===== config.mk =====
export PLATFORM = sky130hd
export DESIGN_NAME = shift_add_fir
export DESIGN_NICKNAME = d
export VERILOG_FILES = /design/src/rtl/shift_add_fir.sv
export SDC_FILE = /design/constraint.sdc
export NUM_CORES = 1
export LEC_CHECK = 0
export ABC_AREA = 1
export BUFFER_PORTS_ARGS = -buffer_cell sky130_fd_sc_hd__buf_2
export CAP_MARGIN = 0
export CORE_AREA = 2 2 136 138
export CTS_CLUSTER_SIZE = 40
export DETAILED_ROUTE_END_ITERATION = 16
export DIE_AREA = 0 0 138 140
export PLACE_DENSITY = 0.84
export SYNTH_ARGS = -nofsm -noshare
export SYNTH_HDL_FRONTEND = slang
export SYNTH_SLANG_ARGS = --single-unit

===== constraint.sdc =====
create_clock -name clk -period 2.7 [get_ports clk]
set_input_delay 0.54 -clock clk [delete_from_list [all_inputs] [get_ports clk]]
set_output_delay 0.54 -clock clk [all_outputs]
set_load 0.005 [all_outputs]

===== src/rtl/shift_add_fir.sv =====
module shift_add_fir #(
  parameter int DW = 12,
  localparam int NTAP = 6,
  localparam int HSUM = 3 + 14 + 27 + 27 + 14 + 3,
  localparam int OW = DW + $clog2(HSUM)
) (
  input  logic                 clk,
  input  logic                 rst,
  input  logic                 in_valid,
  input  logic signed [DW-1:0] in_data,
  output logic                 out_valid,
  output logic signed [OW-1:0] out_data
);

  localparam int H [NTAP] = '{3, 14, 27, 27, 14, 3};
  localparam int VLAT = 3;

  logic signed [OW-1:0] xs;
  logic signed [OW-1:0] x1, p3;
  logic signed [OW-1:0] p3d, p14, p27;
  logic signed [OW-1:0] prod [NTAP];
  logic signed [OW-1:0] acc  [NTAP];
  logic [VLAT-1:0]      vpipe;

  assign xs = in_valid ? {{(OW-DW){in_data[DW-1]}}, in_data} : '0;

  // stage 1: shared 3x, balancing copy of x
  always_ff @(posedge clk) begin
    if (rst) begin
      x1 <= '0;
      p3 <= '0;
    end else begin
      x1 <= xs;
      p3 <= xs + (xs <<< 1);
    end
  end

  // stage 2: 14x = 12x + 2x, 27x = 24x + 3x, balancing copy of 3x
  always_ff @(posedge clk) begin
    if (rst) begin
      p3d <= '0;
      p14 <= '0;
      p27 <= '0;
    end else begin
      p3d <= p3;
      p14 <= (p3 <<< 2) + (x1 <<< 1);
      p27 <= (p3 <<< 3) + p3;
    end
  end

  // transposed accumulator chain
  for (genvar k = 0; k < NTAP; k++) begin : g_tap
    if (H[k] == 3) begin : g_c3
      assign prod[k] = p3d;
    end else if (H[k] == 14) begin : g_c14
      assign prod[k] = p14;
    end else begin : g_c27
      assign prod[k] = p27;
    end

    if (k == NTAP - 1) begin : g_last
      always_ff @(posedge clk) begin
        if (rst) acc[k] <= '0;
        else     acc[k] <= prod[k];
      end
    end else begin : g_mid
      always_ff @(posedge clk) begin
        if (rst) acc[k] <= '0;
        else     acc[k] <= acc[k+1] + prod[k];
      end
    end
  end

  always_ff @(posedge clk) begin
    if (rst) vpipe <= '0;
    else     vpipe <= {vpipe[VLAT-2:0], in_valid};
  end

  assign out_data  = acc[0];
  assign out_valid = vpipe[VLAT-1];

endmodule


# Yosys cells after proc, flatten, opt, wreduce, memory -nomap -nowiden
# Memory sizes are Yosys's and may differ from the RTL's.
# Cells that the tools add are included.
totals:
  register_bits: 97
  latch_bits: 0
  mem_bits_rw: 114
  romBits: 0
  wordCells: 31
  mem_count: 1
op_classes:
  add_sub_neg: 8
  multipliers: 0
  n_div: 0
  order_cmp: 0
  eq_ne: 0
  shifts: 0
  mux: 10
  n_bitwise: 6
  n_reduce_logical: 0
memory_table:
  columns: ["memory", "words", "word_bits", "read_ports", "rd_clocked_by_memory_dff", "write_ports", "line", "text"]
  rows:
  - ["acc", 6, 19, 6, 0, 6, "22", "logic signed [OW-1:0] acc [NTAP];"]
op_table:
  columns: ["cell", "count"]
  rows:
  - ["19-bit adder", 8]
  - ["19-bit 2-to-1 mux", 7]
  - ["1-bit bitwise OR", 6]
  - ["1-bit 2-to-1 mux", 3]

# Logic depth before layout (Yosys ltp)
logic_depth:
  ltp_word: 3
  depth_mapped: 14

# Least setup slack after synthesis
# No wires, ideal clock.
synth_timing:
  kind: "input-to-reg"
  from: "in in_valid"
  to: "reg p3[10]"
  setup_ns: 0.115
  arrival_time_ns: 1.979
  required_time_ns: 2.585
  path_slack_ns: 0.606
  stages: 11
  path_buffers: 2
  cell_sequence: "buf_6 -> clkbuf_1 -> nand2_1 -> inv_1 -> ha_1 -> a21oi_1 -> nand2_1 -> a21oi_1 -> nand3_1 -> nand2_1 -> nor2_1"
synth_between:
  elab_chain_len: 2
synth_lines:
  columns: ["element", "line", "text"]
  rows:
  - ["from (decl)", "9", "input logic in_valid,"]
  - ["19-bit 2-to-1 mux", "25", "assign xs = in_valid ? {{(OW-DW){in_data[DW-1]}}, in_data} : '0;"]
  - ["via xs[4]", "18", "logic signed [OW-1:0] xs;"]
  - ["19-bit adder", "34", "p3 <= xs + (xs <<< 1);"]
  - ["to (signal assigned)", "34", null]
  - ["to (decl)", "19", "logic signed [OW-1:0] x1, p3;"]
# The timed path passes the listed nets, and every way through them passes these cells.
# A chain may end at the register's enable or synchronous reset.

==> impl_metrics.env <==
export IMPL_critPathMaxStageDelay_ns=0.46
export IMPL_io_pins=35
export IMPL_cp_top_family="adder cells"
export IMPL_startpoint_type="flip-flop"
export IMPL_cts_path_max_buffers=2
export IMPL_rsz0062_at_grt="false"
export IMPL_row_count=49
export IMPL_clock_fmax_mhz=450.0
export IMPL_die_area_um2=19320
export IMPL_p_seq_share_pct=43.1
export IMPL_grt_max_degree=79
export IMPL_finalNetCount=1797
export IMPL_slew_headroom_pct=74.91
export IMPL_outcome="finished clean"
export IMPL_slew_viol_final=0
export IMPL_postPlaceCellArea_um2=11390
export IMPL_synth_edf_count=0
export IMPL_setup_worst_path_class="flip-flop to flip-flop"
export IMPL_cts_inserted_buffers=17
export IMPL_port_buffers=34
export IMPL_ir_worst_vdd_v=0.0005052
export IMPL_clkTransAtPathRegs_ns=0.07
export IMPL_timing_reg2reg_setup_slack_ns=0.48
export IMPL_htreeDepth=4
export IMPL_avgSynthCellArea_um2=6.776
export IMPL_clock_sinks=178
export IMPL_post_cts_buffers=0
export IMPL_path_cells="ha_1 -> inv_1 -> fa_1 -> o21ai_2 -> nand2_1 -> nand2_1 -> nand2_1 -> nand2_1 -> nand2_1 -> nand2_1 -> nor2_1"
export IMPL_critPathLaunch="p3d[0]"
export IMPL_p_sw_uw=2124
export IMPL_setup_viol=0
export IMPL_synth_top_area_share_pct=32.44
export IMPL_synth_top_area_cell="dfxtp_1"
export IMPL_synth_area_um2=10980
export IMPL_clockRootBuffer="clkbuf_16"
export IMPL_multiInputGateArea_um2=6538
export IMPL_first_pass_iters=8
export IMPL_internal_power_uw=4774
export IMPL_r2r_start="p3d[0]"
export IMPL_whs_ns=0.3516
export IMPL_avgViaCountPerCell=5.520
export IMPL_grt_pass1_wl_um=46230
export IMPL_swShare_pct=30.79
export IMPL_n_antenna_cell=0
export IMPL_p_per_area_nw_per_um2=574.1
export IMPL_ys_ff_latch=178
export IMPL_synthArstFlopShare_pct=0
export IMPL_syn_num_nets=1763
export IMPL_drc=0
export IMPL_setup_tns_ns=0
export IMPL_die_height_um=140
export IMPL_syn_to_final_growth_pct=9.386
export IMPL_final_cell_area_um2=12020
export IMPL_p_comb_share_pct=18.8
export IMPL_gp_congestion=0.9719
export IMPL_yosys_warnings=0
export IMPL_wl_per_cell_um=14.85
export IMPL_fillCellCount=1578
export IMPL_crit_arrival_ns=2.56
export IMPL_hold_path_class="input port to flip-flop"
export IMPL_antenna_found_initial=0
export IMPL_synth_seq_area_share_pct=32.44
export IMPL_cts_tree="yes"
export IMPL_synthCells=1621
export IMPL_path_depth=11
export IMPL_design_core_area_um2=17780
export IMPL_ff2ff_path_depth=11
export IMPL_hold_viol=0
export IMPL_path_common_cell="nand2_1"
export IMPL_crit_buf_inv=1
export IMPL_end_kind="flip-flop"
export IMPL_finalCritPeriodShare_pct=82.30
export IMPL_vias=10472
export IMPL_drive_gt1_share_pct=6.475
export IMPL_timing_rr_end="acc[1][17]"
export IMPL_wirelength_um=28180
export IMPL_start_util_pct=61.78
export IMPL_fin_crit_ns=2.222
export IMPL_grt_pass1_vias=10071
export IMPL_crit_path_end="acc[1][17]"
export IMPL_skew_ns=0.01135
export IMPL_cts_resized=0
export IMPL_critical_path_required_ns=3.03
export IMPL_worst_slew_pin_slew_ns=0.3738
export IMPL_yosys_top_cells_area="dfxtp_1 (32%), ha_1 (14%), nand2_1 (13%)"
export IMPL_ctsHoldBuffers=0
export IMPL_ys_flop_type="dfxtp_1"
export IMPL_clock_power_share_pct=38.1
export IMPL_slowest_stage="dfxtp_1"
export IMPL_die_w_um=138
export IMPL_grt_use_total_pct=29.34
export IMPL_seq_area_um2=3563
export IMPL_ant_nets=0
export IMPL_synth_distinct_cells=34
export IMPL_dp_hpwl_um=21490
export IMPL_overflow=0
export IMPL_drt_iter0_drc=656
export IMPL_worst_path_max_fanout=6
export IMPL_worstSkewPairLatency_ns=0.44
export IMPL_cap_violations=0
export IMPL_power_leakage_uw=0.006114
## cell type report
class	instances	share of cell area, %
multi-input combinational	1212	54.41
inverter	208	6.498
clock inverter	15	1.635
tap	229	2.385
clock buffer	17	3.541
sequential	178	29.66
timing repair buffer	38	1.874
## routing by layer
layer,routed length [um],vias up,global-route usage [%]
li1,-,5339,-
met1,11960,4700,34.84
met2,13610,352,52.50
met3,1488,81,3.966
met4,1115,0,14.02
met5,0,-,0
## synth_stat cells, types with 2 or more instances
master      n
o21a_1      4
nand2_1   387
a21o_1      6
buf_1       3
nor4_1     15
a21oi_1   199
and2_1      3
xor2_1      5
nand3b_1    7
nor2_2      2
nand3_1    77
inv_2       2
xnor2_1     4
nor2_1    235
nand4_1     4
inv_1     206
nand3_2    10
ha_1      120
clkbuf_1   12
o21ai_0    86
nor3_1      5
fa_1        7
o21bai_2    4
a31oi_1     4
nor3b_1     2
o21bai_1    5
dfxtp_1   178
o21ai_2     2
buf_2       7
nand2_2    16
## layout by cell type (no fill, tap or decap), types with 6 or more instances in the layout
master | synthesis | routed
nand2_2 | 16 | 16
o21ai_0 | 86 | 86
nand3_2 | 10 | 10
a21o_1 | 6 | 6
nand2_1 | 387 | 387
inv_1 | 206 | 206
clkbuf_16 | 0 | 17
nand3b_1 | 7 | 7
a21oi_1 | 199 | 199
nor4_1 | 15 | 15
dfxtp_1 | 178 | 178
nor2_1 | 235 | 235
nand3_1 | 77 | 77
buf_2 | 7 | 34
fa_1 | 7 | 7
ha_1 | 120 | 120
## worst register-to-register path, cell delays in order (launching register included)
cell and delay (ns):
dfxtp_1 0.46, ha_1 0.28, inv_1 0.09, fa_1 0.45
o21ai_2 0.25, nand2_1 0.08, nand2_1 0.15, nand2_1 0.08
nand2_1 0.11, nand2_1 0.07, nand2_1 0.06, nor2_1 0.04
## flip-flops by register name (all words and copies together), names as in the netlist
register,flops
acc,109
p3d,14
vpipe,3
x1,12
p3,12
p14,14
p27,14
## how the worst min path moves through the flow
stage,from,end,slack (ns),depth (start not counted)
floorplan,acc[2][0],acc[1][0],0.39,2
finish,in_data[8],x1[8],0.35,3
global route,in_data[0],x1[0],0.37,3
global placement,acc[5][0],acc[4][0],0.39,2
detailed placement,vpipe[1],vpipe[2],0.40,2
CTS,in_data[0],x1[0],0.34,3
## power by group through the flow
stage                     Sequential (uW)  Clock [uW]  Combinational, uW
after CTS                            2970        2650               1280
after floorplan                      2970           0                956
final                                2970        2630               1300
after global placement               3020           0               1240
after global routing                 2990        2750               1470
after detailed placement             3030           0               1260
## through the flow
stage | util (%) | setup WS (ns) | total power [uW] | cells
2_1_floorplan | - | 0.6059 | 3930 | 1621
3_3_place_gp | 64.08 | 0.5475 | 4262 | 1865
3_5_place_dp | 64.08 | 0.4658 | 4284 | 1865
4_1_cts | 67.58 | 0.5114 | 6892 | 1897
5_1_grt | 67.58 | 0.3335 | 7204 | 1897
6_report | 67.58 | 0.4779 | 6898 | 1897
## kinds of logic after synthesis
kind of cell,share of synthesized area (%)
simple gates,29.00
compound gates,14.85
buf+inv,8.042
flops,32.44
fa+ha+maj,14.94
xor+xnor,0.7176
Note: power is estimated with default switching activity, not from simulation.
